File: src/rtl/fdf_pkg.sv
package fdf_pkg;
   localparam int BLEN_W       = 5;
   localparam int STAT_W       = 4;
   localparam int CTRL_EN      = 3;
   localparam int CTRL_DIS     = 4;
   localparam int CTRL_BSEL_LO = 28;
   localparam int CMD_SOF      = 15;
   localparam int CMD_EOF      = 16;
   localparam int ST_STOP      = 0;
   localparam int ST_SOF       = 1;
   localparam int ST_EOF       = 2;
   localparam int ST_UNDR      = 3;

   typedef enum logic [2:0] {
      S_IDLE, S_DREQ, S_DRSP, S_BREQ, S_BRSP, S_END
   } walk_state_e;

   typedef enum logic [1:0] {
      REG_CTRL = 2'd0, REG_DESC = 2'd1, REG_STAT = 2'd2
   } reg_sel_e;

   function automatic logic [BLEN_W-1:0] burst_words(input logic [1:0] sel);
      case (sel)
         2'd0:    return BLEN_W'(4);
         2'd1:    return BLEN_W'(8);
         default: return BLEN_W'(16);
      endcase
   endfunction
endpackage

File: src/rtl/fdf_regs.sv
module fdf_regs
   import fdf_pkg::*;
#(
   parameter int ADDR_W = 32
) (
   input  logic                  clk,
   input  logic                  rst_n,
   input  logic                  reg_we,
   input  logic [1:0]            reg_addr,
   input  logic [31:0]           reg_wdata,
   input  logic                  sof_pulse,
   input  logic                  eof_pulse,
   input  logic                  stop_done,
   input  logic                  fifo_empty,
   input  logic                  pix_de,
   output logic                  start,
   output logic                  stop_req,
   output logic [1:0]            burst_sel,
   output logic [ADDR_W-1:0]     desc_base,
   output logic                  enabled,
   output logic [STAT_W-1:0]     status
);
   logic wr_ctrl, wr_desc, wr_stat;
   logic [STAT_W-1:0] set_bits, keep_mask;

   assign wr_ctrl = reg_we && (reg_addr == REG_CTRL);
   assign wr_desc = reg_we && (reg_addr == REG_DESC);
   assign wr_stat = reg_we && (reg_addr == REG_STAT);
   assign start   = wr_ctrl && reg_wdata[CTRL_EN] && !enabled;

   always_comb begin
      set_bits          = '0;
      set_bits[ST_SOF]  = sof_pulse;
      set_bits[ST_EOF]  = eof_pulse;
      set_bits[ST_UNDR] = enabled && pix_de && fifo_empty;
      set_bits[ST_STOP] = stop_done || (wr_ctrl && reg_wdata[CTRL_DIS] && !enabled);
      keep_mask         = wr_stat ? reg_wdata[STAT_W-1:0] : '1;
   end

   always_ff @(posedge clk or negedge rst_n) begin
      if (!rst_n) begin
         enabled   <= 1'b0;
         stop_req  <= 1'b0;
         burst_sel <= 2'd0;
         desc_base <= '0;
         status    <= '0;
      end else begin
         status <= (status & keep_mask) | set_bits;
         if (wr_desc) desc_base <= reg_wdata[ADDR_W-1:0];
         if (wr_ctrl) burst_sel <= reg_wdata[CTRL_BSEL_LO +: 2];
         if (start) enabled <= 1'b1;
         if (wr_ctrl && reg_wdata[CTRL_DIS] && enabled) stop_req <= 1'b1;
         if (stop_done) begin
            enabled  <= 1'b0;
            stop_req <= 1'b0;
         end
      end
   end

   // finishing the last frame drops enable and reports the stop
   a_r8_stop_clears_enable: assert property (@(posedge clk) disable iff (!rst_n)
      stop_done |=> (!enabled && status[ST_STOP]));

   // an underrun flag only ever rises out of an enabled cycle
   a_r10_underrun_when_enabled: assert property (@(posedge clk) disable iff (!rst_n)
      $rose(status[ST_UNDR]) |-> $past(enabled));
endmodule

File: src/rtl/fdf_walker.sv
module fdf_walker
   import fdf_pkg::*;
#(
   parameter int ADDR_W  = 32,
   parameter int LEN_W   = 12,
   parameter int SPACE_W = 6,
   parameter bit HOLD_ID = 1'b1
) (
   input  logic                  clk,
   input  logic                  rst_n,
   input  logic                  start,
   input  logic                  stop_req,
   input  logic [1:0]            burst_sel,
   input  logic [ADDR_W-1:0]     desc_base,
   output logic                  mem_rd_req,
   output logic [ADDR_W-1:0]     mem_rd_addr,
   output logic [BLEN_W-1:0]     mem_rd_len,
   input  logic                  mem_rd_gnt,
   input  logic                  mem_rsp_valid,
   input  logic [31:0]           mem_rsp_data,
   output logic                  fifo_wr,
   output logic [31:0]           fifo_wdata,
   input  logic [SPACE_W-1:0]    fifo_space,
   output logic                  sof_pulse,
   output logic                  eof_pulse,
   output logic                  stop_done,
   output logic [31:0]           frame_id
);
   walk_state_e        state;
   logic [ADDR_W-1:0]  desc_ptr, nxt_ptr, fr_addr;
   logic [LEN_W-1:0]   remain, cmd_len;
   logic [BLEN_W-1:0]  beat_left, bwords, blen;
   logic [1:0]         widx;
   logic               want_eof, room, last_word;

   assign bwords    = burst_words(burst_sel);
   assign blen      = (remain < LEN_W'(bwords)) ? BLEN_W'(remain) : bwords;
   assign room      = 32'(fifo_space) >= 32'(blen);
   assign cmd_len   = mem_rsp_data[LEN_W-1:0];
   assign last_word = (state == S_DRSP) && mem_rsp_valid && (widx == 2'd3);

   assign mem_rd_req  = (state == S_DREQ) || ((state == S_BREQ) && room);
   assign mem_rd_addr = (state == S_DREQ) ? desc_ptr : fr_addr;
   assign mem_rd_len  = (state == S_DREQ) ? BLEN_W'(4) : blen;
   assign fifo_wr     = (state == S_BRSP) && mem_rsp_valid;
   assign fifo_wdata  = mem_rsp_data;
   assign sof_pulse   = last_word && mem_rsp_data[CMD_SOF];
   assign eof_pulse   = (state == S_END) && want_eof;
   assign stop_done   = (state == S_END) && stop_req;

   always_ff @(posedge clk or negedge rst_n) begin
      if (!rst_n) begin
         state     <= S_IDLE;
         desc_ptr  <= '0;
         nxt_ptr   <= '0;
         fr_addr   <= '0;
         remain    <= '0;
         beat_left <= '0;
         widx      <= '0;
         want_eof  <= 1'b0;
      end else begin
         case (state)
            S_IDLE: if (start) begin
               desc_ptr <= desc_base;
               state    <= S_DREQ;
            end
            S_DREQ: if (mem_rd_req && mem_rd_gnt) begin
               widx  <= '0;
               state <= S_DRSP;
            end
            S_DRSP: if (mem_rsp_valid) begin
               widx <= widx + 2'd1;
               case (widx)
                  2'd0: nxt_ptr <= mem_rsp_data[ADDR_W-1:0];
                  2'd1: fr_addr <= mem_rsp_data[ADDR_W-1:0];
                  2'd3: begin
                     remain   <= cmd_len;
                     want_eof <= mem_rsp_data[CMD_EOF];
                     state    <= (cmd_len == '0) ? S_END : S_BREQ;
                  end
                  default: ;
               endcase
            end
            S_BREQ: if (mem_rd_req && mem_rd_gnt) begin
               beat_left <= blen;
               state     <= S_BRSP;
            end
            S_BRSP: if (mem_rsp_valid) begin
               fr_addr   <= fr_addr + ADDR_W'(4);
               remain    <= remain - LEN_W'(1);
               beat_left <= beat_left - BLEN_W'(1);
               if (beat_left == BLEN_W'(1))
                  state <= (remain == LEN_W'(1)) ? S_END : S_BREQ;
            end
            S_END: begin
               if (stop_req) state <= S_IDLE;
               else begin
                  desc_ptr <= nxt_ptr;
                  state    <= S_DREQ;
               end
            end
            default: state <= S_IDLE;
         endcase
      end
   end

   generate
      if (HOLD_ID) begin : g_id_reg
         logic [31:0] id_q;
         always_ff @(posedge clk or negedge rst_n) begin
            if (!rst_n) id_q <= '0;
            else if ((state == S_DRSP) && mem_rsp_valid && (widx == 2'd2)) id_q <= mem_rsp_data;
         end
         assign frame_id = id_q;
      end else begin : g_id_none
         assign frame_id = '0;
      end
   endgenerate

   // every request asks for between one and sixteen words
   a_r4_len_range: assert property (@(posedge clk) disable iff (!rst_n)
      mem_rd_req |-> ((mem_rd_len != '0) && (mem_rd_len <= BLEN_W'(16))));

   // a data burst never asks for more words than the FIFO can hold
   a_r6_room_for_burst: assert property (@(posedge clk) disable iff (!rst_n)
      ((state == S_BREQ) && mem_rd_req) |-> (32'(fifo_space) >= 32'(mem_rd_len)));

   // responses never overlap a new request (one transfer outstanding)
   a_r3_single_outstanding: assert property (@(posedge clk) disable iff (!rst_n)
      mem_rsp_valid |-> !mem_rd_req);
endmodule

File: src/rtl/frame_desc_fetch.sv
module frame_desc_fetch
   import fdf_pkg::*;
#(
   parameter int ADDR_W  = 32,
   parameter int LEN_W   = 12,
   parameter int SPACE_W = 6,
   parameter bit HOLD_ID = 1'b1
) (
   input  logic                  clk,
   input  logic                  rst_n,
   input  logic                  reg_we,
   input  logic [1:0]            reg_addr,
   input  logic [31:0]           reg_wdata,
   output logic                  enabled,
   output logic [STAT_W-1:0]     status,
   output logic [31:0]           frame_id,
   output logic                  mem_rd_req,
   output logic [ADDR_W-1:0]     mem_rd_addr,
   output logic [BLEN_W-1:0]     mem_rd_len,
   input  logic                  mem_rd_gnt,
   input  logic                  mem_rsp_valid,
   input  logic [31:0]           mem_rsp_data,
   output logic                  fifo_wr,
   output logic [31:0]           fifo_wdata,
   input  logic [SPACE_W-1:0]    fifo_space,
   input  logic                  fifo_empty,
   input  logic                  pix_de
);
   generate
      if (LEN_W < BLEN_W || LEN_W > CMD_SOF) begin : g_bad_len
         $error("LEN_W must lie between 5 and 15");
      end
      if (ADDR_W < 8 || ADDR_W > 32) begin : g_bad_addr
         $error("ADDR_W must lie between 8 and 32");
      end
      if ((2 ** SPACE_W) - 1 < 16) begin : g_bad_space
         $error("SPACE_W too small to report room for a 16-word burst");
      end
   endgenerate

   logic              start, stop_req, sof_pulse, eof_pulse, stop_done;
   logic [1:0]        burst_sel;
   logic [ADDR_W-1:0] desc_base;

   fdf_regs #(.ADDR_W(ADDR_W)) u_regs (
      .clk(clk), .rst_n(rst_n), .reg_we(reg_we), .reg_addr(reg_addr),
      .reg_wdata(reg_wdata), .sof_pulse(sof_pulse), .eof_pulse(eof_pulse),
      .stop_done(stop_done), .fifo_empty(fifo_empty), .pix_de(pix_de),
      .start(start), .stop_req(stop_req), .burst_sel(burst_sel),
      .desc_base(desc_base), .enabled(enabled), .status(status)
   );

   fdf_walker #(.ADDR_W(ADDR_W), .LEN_W(LEN_W), .SPACE_W(SPACE_W), .HOLD_ID(HOLD_ID)) u_walker (
      .clk(clk), .rst_n(rst_n), .start(start), .stop_req(stop_req),
      .burst_sel(burst_sel), .desc_base(desc_base),
      .mem_rd_req(mem_rd_req), .mem_rd_addr(mem_rd_addr), .mem_rd_len(mem_rd_len),
      .mem_rd_gnt(mem_rd_gnt), .mem_rsp_valid(mem_rsp_valid), .mem_rsp_data(mem_rsp_data),
      .fifo_wr(fifo_wr), .fifo_wdata(fifo_wdata), .fifo_space(fifo_space),
      .sof_pulse(sof_pulse), .eof_pulse(eof_pulse), .stop_done(stop_done),
      .frame_id(frame_id)
   );
endmodule

File: config.mk
export PLATFORM = sky130hd
export DESIGN_NAME = frame_desc_fetch
export DESIGN_NICKNAME = d
export VERILOG_FILES = /design/src/rtl/fdf_pkg.sv /design/src/rtl/fdf_regs.sv /design/src/rtl/fdf_walker.sv /design/src/rtl/frame_desc_fetch.sv
export SDC_FILE = /design/constraint.sdc
export NUM_CORES = 1
export LEC_CHECK = 0
export ABC_AREA = 1
export CAP_MARGIN = 20
export CORE_ASPECT_RATIO = 0.6
export CORE_UTILIZATION = 54
export CTS_BUF_LIST = sky130_fd_sc_hd__clkbuf_4
export CTS_CLUSTER_DIAMETER = 40
export DETAILED_ROUTE_END_ITERATION = 6
export PLACE_DENSITY = 0.92
export SLEW_MARGIN = 20
export SYNTH_ARGS = -nofsm -noshare
export SYNTH_HDL_FRONTEND = slang
export SYNTH_SLANG_ARGS = --single-unit
export TNS_END_PERCENT = 20
File: constraint.sdc
create_clock -name clk -period 3 [get_ports clk]
set_input_delay 0.75 -clock clk [delete_from_list [all_inputs] [get_ports clk]]
set_output_delay 0.75 -clock clk [all_outputs]
set_load 0.005 [all_outputs]
; Word-level counts from Yosys, hierarchy flattened
; Index checks and enable logic that the tools add are counted.
[totals]
in_bits = 79
elab_cells = 122
regBits = 191
output_inout_bits = 108
[op_classes]
bitwise_logic = 2
n_lt_le_gt_ge = 2
mux = 37
add_sub_neg = 4
n_reduce_logical = 41
eq_ne = 22
[op_table]
columns = operator, count
row1 = two-way mux 32 bit, 6
row2 = one-hot mux 32 bit (2 select lines), 2
row3 = two-way mux 12 bit, 3
row4 = "adder 32 x 3 -> 32 bit, second input constant", 1
row5 = two-way mux 3 bit, 9
row6 = one-hot mux 12 bit (2 select lines), 1
row7 = two-way mux 5 bit, 4
row8 = one-hot mux 5 bit (2 select lines), 2
row9 = logical AND 1 bit, 19
row10 = "inequality test 2 bit, second input constant", 9
row11 = one-hot mux 3 bit (6 select lines), 1
row12 = AND reduction 3 bit, 5
row13 = "equality test 12 x 1 -> 1 bit, second input constant", 1
row14 = logical NOT 12 bit, 1
row15 = less-than comparator 12 x 5 -> 1 bit, 1
row16 = nonzero test 2 bit, 6
row17 = "subtractor 12 x 1 -> 12 bit, second input constant", 1
row18 = AND reduction 4 bit, 2
row19 = AND reduction 7 bit, 1
row20 = "equality test 2 x 1 -> 1 bit, second input constant", 3
row21 = "equality test 2 bit, second input constant", 3
row22 = "equality test 3 x 2 -> 1 bit, second input constant", 2
row23 = "equality test 3 bit, second input constant", 2
row24 = >= comparator 6 x 5 -> 1 bit, 1
row25 = 14 further kinds, 22

; Longest topological paths before layout
[logic_depth]
depth_word = 10
ltp_mapped = 22
mapped_depth_nobuf = 22

; Hierarchy
; From an unflattened synthesis, not the netlist that was laid out.
[hier_totals]
cells_unflattened = 1403
hier_area_um2 = 10520.1
[by_module_without_submodules]
columns = mod, seq_area_each_um2, area_per_inst_um2, n_inst, cells_per_inst
row1 = fdf_walker, 3778.6, 8892.3, 1, 1227
row2 = fdf_regs, 1001.0, 1627.8, 1, 176

; Worst setup path after synthesis
; Ideal clock, no wire load.
[synth_timing]
path_kind = reg2out
start = register u_regs.burst_sel[1]
end = output port mem_rd_req
t_arrival_ps = 1939
slack_ps = 311
stages_incl_launch_ff = 16
path_buffers = 0
cell_sequence = dfrtp_1 -> inv_1 -> nand2_1 -> ha_1 -> nand2_1 -> nand2_1 -> nand2_1 -> nand2_1 -> nand2_1 -> nand2_1 -> ha_1 -> or2_2 -> a21oi_1 -> nand2_1 -> nand2_1 -> nand2_1
[synth_via]
elab_chain_len = 7
word_cells_on_any_way = 8
[synth_lines]
columns = item, line_no
row1 = start: declaration, fdf_regs.sv:18  ; output logic [1:0] burst_sel,
row2 = start signal: assignment, fdf_regs.sv:50  ; if (wr_ctrl) burst_sel <= reg_wdata[CTRL_BSEL_LO +: 2];
row3 = equality test 2 x 1 -> 1 bit or logical NOT 2 bit (tied branches), fdf_pkg.sv:23  ; case (sel)
row4 = one-hot mux 5 bit (2 select lines) *, fdf_pkg.sv:23
row5 = less-than comparator 12 x 5 -> 1 bit, fdf_walker.sv:37  ; assign blen = (remain < LEN_W'(bwords)) ? BLEN_W'(remain) : bwords;
row6 = two-way mux 5 bit *, fdf_walker.sv:37
row7 = >= comparator 6 x 5 -> 1 bit *, fdf_walker.sv:38  ; assign room = 32'(fifo_space) >= 32'(blen);
row8 = logical AND 1 bit *, fdf_walker.sv:42  ; assign mem_rd_req = (state == S_DREQ) || ((state == S_BREQ) && room);
row9 = logical OR 1 bit *, fdf_walker.sv:42
row10 = end: declaration, frame_desc_fetch.sv:17  ; output logic mem_rd_req,
; Mark *: on every way between the ends. The rest lies on a longest branch, timed or not.

; Worst setup path in the final report
; Same ends and word-level chain as after synthesis.

==> results.md <==
Floorplanning:
- The die is 177 microns wide.
- During I/O placement, the number of pins put on the boundary was 187.
- The die covers 19000 sq um.
- The region available for standard cell placement spans 18100 sq um.
- The die is 107 microns tall.
- The starting utilization of the core area is 55.2%.
- The placement row count is 38.

CTS:
- The maximum clock insertion buffer count is 2.
- TritonCTS created 17 clock buffers.
- The clock transition at the registers of the reported paths is 0.18 ns.
- In this run the clock root is driven by a clkbuf_4.
- After clock tree synthesis, the flow added hold-fix buffers numbering 0.
- The deepest level of the CTS H-tree is 4.
- Clock tree synthesis found a total of 191 sinks.
- TritonCTS built the clock tree.
- At the later pin of the worst-skew pair, clock insertion delay measures 0.61 ns.

Hold path:
- The worst hold path belongs to the class in -> async.

Route:
- The routed via count divided by cell count is 5.63.
- The total via count in the routed design is 9622.
- The routed metal-1 wire length is 13700 microns.
- The number of detailed-routing iterations run before antenna repair is 6.
- The detail route stage leaves a number of antenna-violating nets equal to 0.
- For this block, the initial DRC count from the detailed router was 1009.
- Wire segments on met2 add up to 12900 microns in the final route.
- The amount of wire on met3 after detailed routing is 3780 microns.
- Signal routing reaches up to met4.
- Dividing the detail-routed wire length by the instance count gives 18.2 microns.
- Summed over all layers, the routed wires come to 31000 microns.
- After detailed routing, the number of remaining DRC violations is 0.

Pwr:
- The relative contribution of sequential cells to total power is 54.9%.
- For this design the ratio of total power to cell area is 386 nW/um^2.
- The share of total power dissipated in the clock network is 31.6%.
- For this design the static power due to leakage is 0.00588 uW.
- Per report_power, the combinational group accounts for 13.5% of the total.
- Of the total power, the share spent switching nets is 27.9%.
- The switching power total is 1380 uW.
- The maximum ir drop on the vdd rail is 0.261 mV.
- After layout, the design draws a total of 4950 uW.
- The internal portion of the total power is 3570 uW.

Timing:
- Across all setup checks in the final design, the least slack found is -0.564 ns.
- The number of max-slew violations in the final report is 0.
- The maximum clock skew at final layout is 0.0392 ns.
- The worst hold slack after final layout is 0.0747 ns.
- The count of final hold-check violations was 0.
- Setup repair after global routing could not meet its margin everywhere.
- The highest attainable clock frequency is 0.281 GHz.
- The remaining max-slew budget at the tightest pin is 55.5%.
- The final cycle utilization of the critical path is 119%.
- Setup violations remaining at the end of the flow were counted as 4.
- The minimum period implied by the final worst setup slack is 3.56 ns.
- The slew at the pin closest to its max-slew limit is 0.663 ns.

Yosys:
- Sequential elements use 47.9% of the synthesized area.
- Synthesis produced a netlist with a net count of 1363.
- Summing every instance area after synthesis gives 9970 sq um.
- The flip-flop and latch count after synthesis is 191.
- After synthesis, the share of flip-flops with an asynchronous set or reset is 100%.
- The top cell type by area accounts for 47.9% of the synthesized area.
- The most common cell in the synthesized netlist is nand2_1.
- Ranked by total cell area, the synthesized netlist is headed by dfrtp_1 48%, nand2_1 14%, o21ai_0 7.3%, inv_1 4.2%, nor2_1 4.0%.
- The synthesized design contains 0 enable-type register cells.
- Counting instances in the post-synthesis netlist gives the leading cell types as 374 x nand2_1, 191 x dfrtp_1, 146 x o21ai_0.
- The largest area contributor in the netlist is dfrtp_1.
- The gate count after technology mapping is 1268.
- The total number of yosys warnings is 0.
- The number of library cell types mapped by synthesis is 38.
- The most used flip-flop cell after synthesis is dfrtp_1.
- The post-synthesis area per instance is 7.86 sq um.

Cells and area:
- The total number of nets in the final design is 1550.
- After the flow finishes, the layout carries non-filler instances totaling 1708.
- The area growth from synthesis to final layout is 28.4%.
- The proportion of layout cells with a drive suffix above 1 is 13.3%.
- The total inserted antenna cells is 0.

Setup path:
- The largest driver fanout on the critical path is 5.
- The category of the worst setup path launch point is a flip-flop.
- The type of element capturing the critical path is an output pin.
- The worst setup path category is reg -> out.
- For the worst setup path, the data required time is 2.25 ns.
- The data arrival at the endpoint of the critical path is 2.81 ns.

Global route:
- The number of global-route vias before repair came to 9198.
- Summed over all layers, the global routing overflow is 0.
- Global routing used 33.7% of the available tracks across all layers.
- The wire length of the first global-routing pass is 48200 microns.
- The maximum number of pins on one net before global-route repair is 82.
- The number of antenna violations at the first check in global routing is 0.

Placed design:
- The number of placed instances, taps included is 1654.
- At the end of routability-driven placement, the weighted congestion stood at 0.948.
- The detailed-placement wirelength estimate is 21700 microns.
- During placement, the flow inserted port buffers numbering 186.

Outcome:
- The run finished, with violations left.
- The checks that failed: setup timing.

Job:
- The count of max-cap constraint violations is 0.
[layout by cell type, fill, tap and decap left out, drive strengths merged, types with 3 or more instances in the layout]
master and n:
o22ai 3, clkbuf 18, mux2 31, buf 68, xor2 7, ha 16
nand2 377, nand4 6, clkinv 8, clkdlybuf4s50 148, dlygate4sd2 30, or2 4
o21ai 152, nor3 18, inv 121, nor2 111, dfrtp 191, nand3 65
a31oi 38, a21oi 39
[path summary, 6_finish.rpt]
| path | from | to | slack (ns) | cells past startpoint |
|---|---|---|---|---|
| max in group asynchronous | rst_n | u_walker.frame_id[7]$_DFFE_PN0P_ | 2.15 | 2 |
| worst max register to register | u_regs.burst_sel[1]$_DFFE_PN0P_ | u_walker.beat_left[0]$_DFFE_PN0P_ | 0.42 | 22 |
| worst max-delay path | u_regs.burst_sel[1]$_DFFE_PN0P_ | mem_rd_req | -0.56 | 19 |
| min in group clk | u_walker.nxt_ptr[16]$_DFFE_PN0P_ | u_walker.nxt_ptr[16]$_DFFE_PN0P_ | 0.51 | 2 |
| worst min register to register | u_walker.nxt_ptr[16]$_DFFE_PN0P_ | u_walker.nxt_ptr[16]$_DFFE_PN0P_ | 0.51 | 2 |
| worst min-delay path | rst_n | u_walker.fr_addr[7]$_DFFE_PN0P_ | 0.07 | 1 |
[metrics by stage]
step	TNS (ns)	instance area (sq um)	setup WS [ns]	util, %
2_1_floorplan	0	9970	0.311	-
3_3_place_gp	-0.329	12000	-0.329	66.7
3_5_place_dp	-0.453	12000	-0.453	66.7
4_1_cts	-1.30	12700	-0.520	70.4
5_1_grt	-1.84	12800	-0.714	70.9
6_report	-1.24	12800	-0.564	70.9
[routing by layer]
metal  track usage (%)  vias up
met5                 0        -
met4              9.34        0
met3              9.25       53
met2              49.0      579
met1              49.2     4535
li1                  -     4455
[registers in the layout, indices dropped and copies added (netlist names)]
register and cells:
u_walker.want_eof 1, u_walker.fr_addr 32, u_walker.state 3, u_regs.status 4, u_regs.stop_req 1, u_regs.burst_sel 2
u_walker.nxt_ptr 32, u_walker.remain 12, u_regs.desc_base 32, u_walker.frame_id 32, u_walker.widx 2, u_regs.enabled 1
u_walker.desc_ptr 32, u_walker.beat_left 5
[final cells by class]
cell class                      instances  area [sq um]
Multi-Input combinational cell        878          4500
Timing Repair Buffer                  250          2450
Sequential cell                       191          4780
Clock buffer                           17           128
Clock inverter                         15           203
Tap cell                              240           300
Inverter                              117           444
Fill cell                            1462          5260
[power groups by stage]
| stage | Sequential [uW] | Clock [uW] | Combinational, uW |
|---|---|---|---|
| after global placement | 2760 | 0 | 526 |
| after CTS | 2710 | 1580 | 638 |
| after detailed placement | 2760 | 0 | 543 |
| final | 2720 | 1570 | 667 |
| after global routing | 2730 | 1680 | 725 |
| after floorplan | 2740 | 0 | 240 |
[worst max-delay path, cell delays in order, from the launching register on]
cell and delay (ns):
dfrtp_1 0.39, inv_2 0.07, ha_4 0.17, nor2_4 0.12, nand2_2 0.09, nor2_4 0.14
buf_12 0.12, nand2_8 0.07, buf_6 0.13, nor2_4 0.13, ha_4 0.21, inv_1 0.05
nand2_1 0.05, nand2_1 0.06, nand2_1 0.04, nand2_1 0.06, nand2_2 0.07, nand2_2 0.06
nand2_2 0.06, buf_2 0.13
[what timing repair did]
item | CTS | global route
endpoints found under the setup margin | 38 | 9
setup buffers | 20 | 2
pin swaps | 19 | 10
gates cloned | 2 | 0
gates resized for setup | 117 | 13
[cell families (layout without fill, tap and decap cells)]
group	Yosys count	after routing	share of synthesized area, %
buffers and inverters	199	399	9.26
and+or+nand+nor	586	586	23.9
muxes	31	31	3.50
DFF	191	191	47.9
xor gates and xnor gates	8	8	0.703
AOI/OAI and AO/OA	237	237	12.7
adders and majority gates	16	16	2.01
Power figures use the tool's default switching activity.
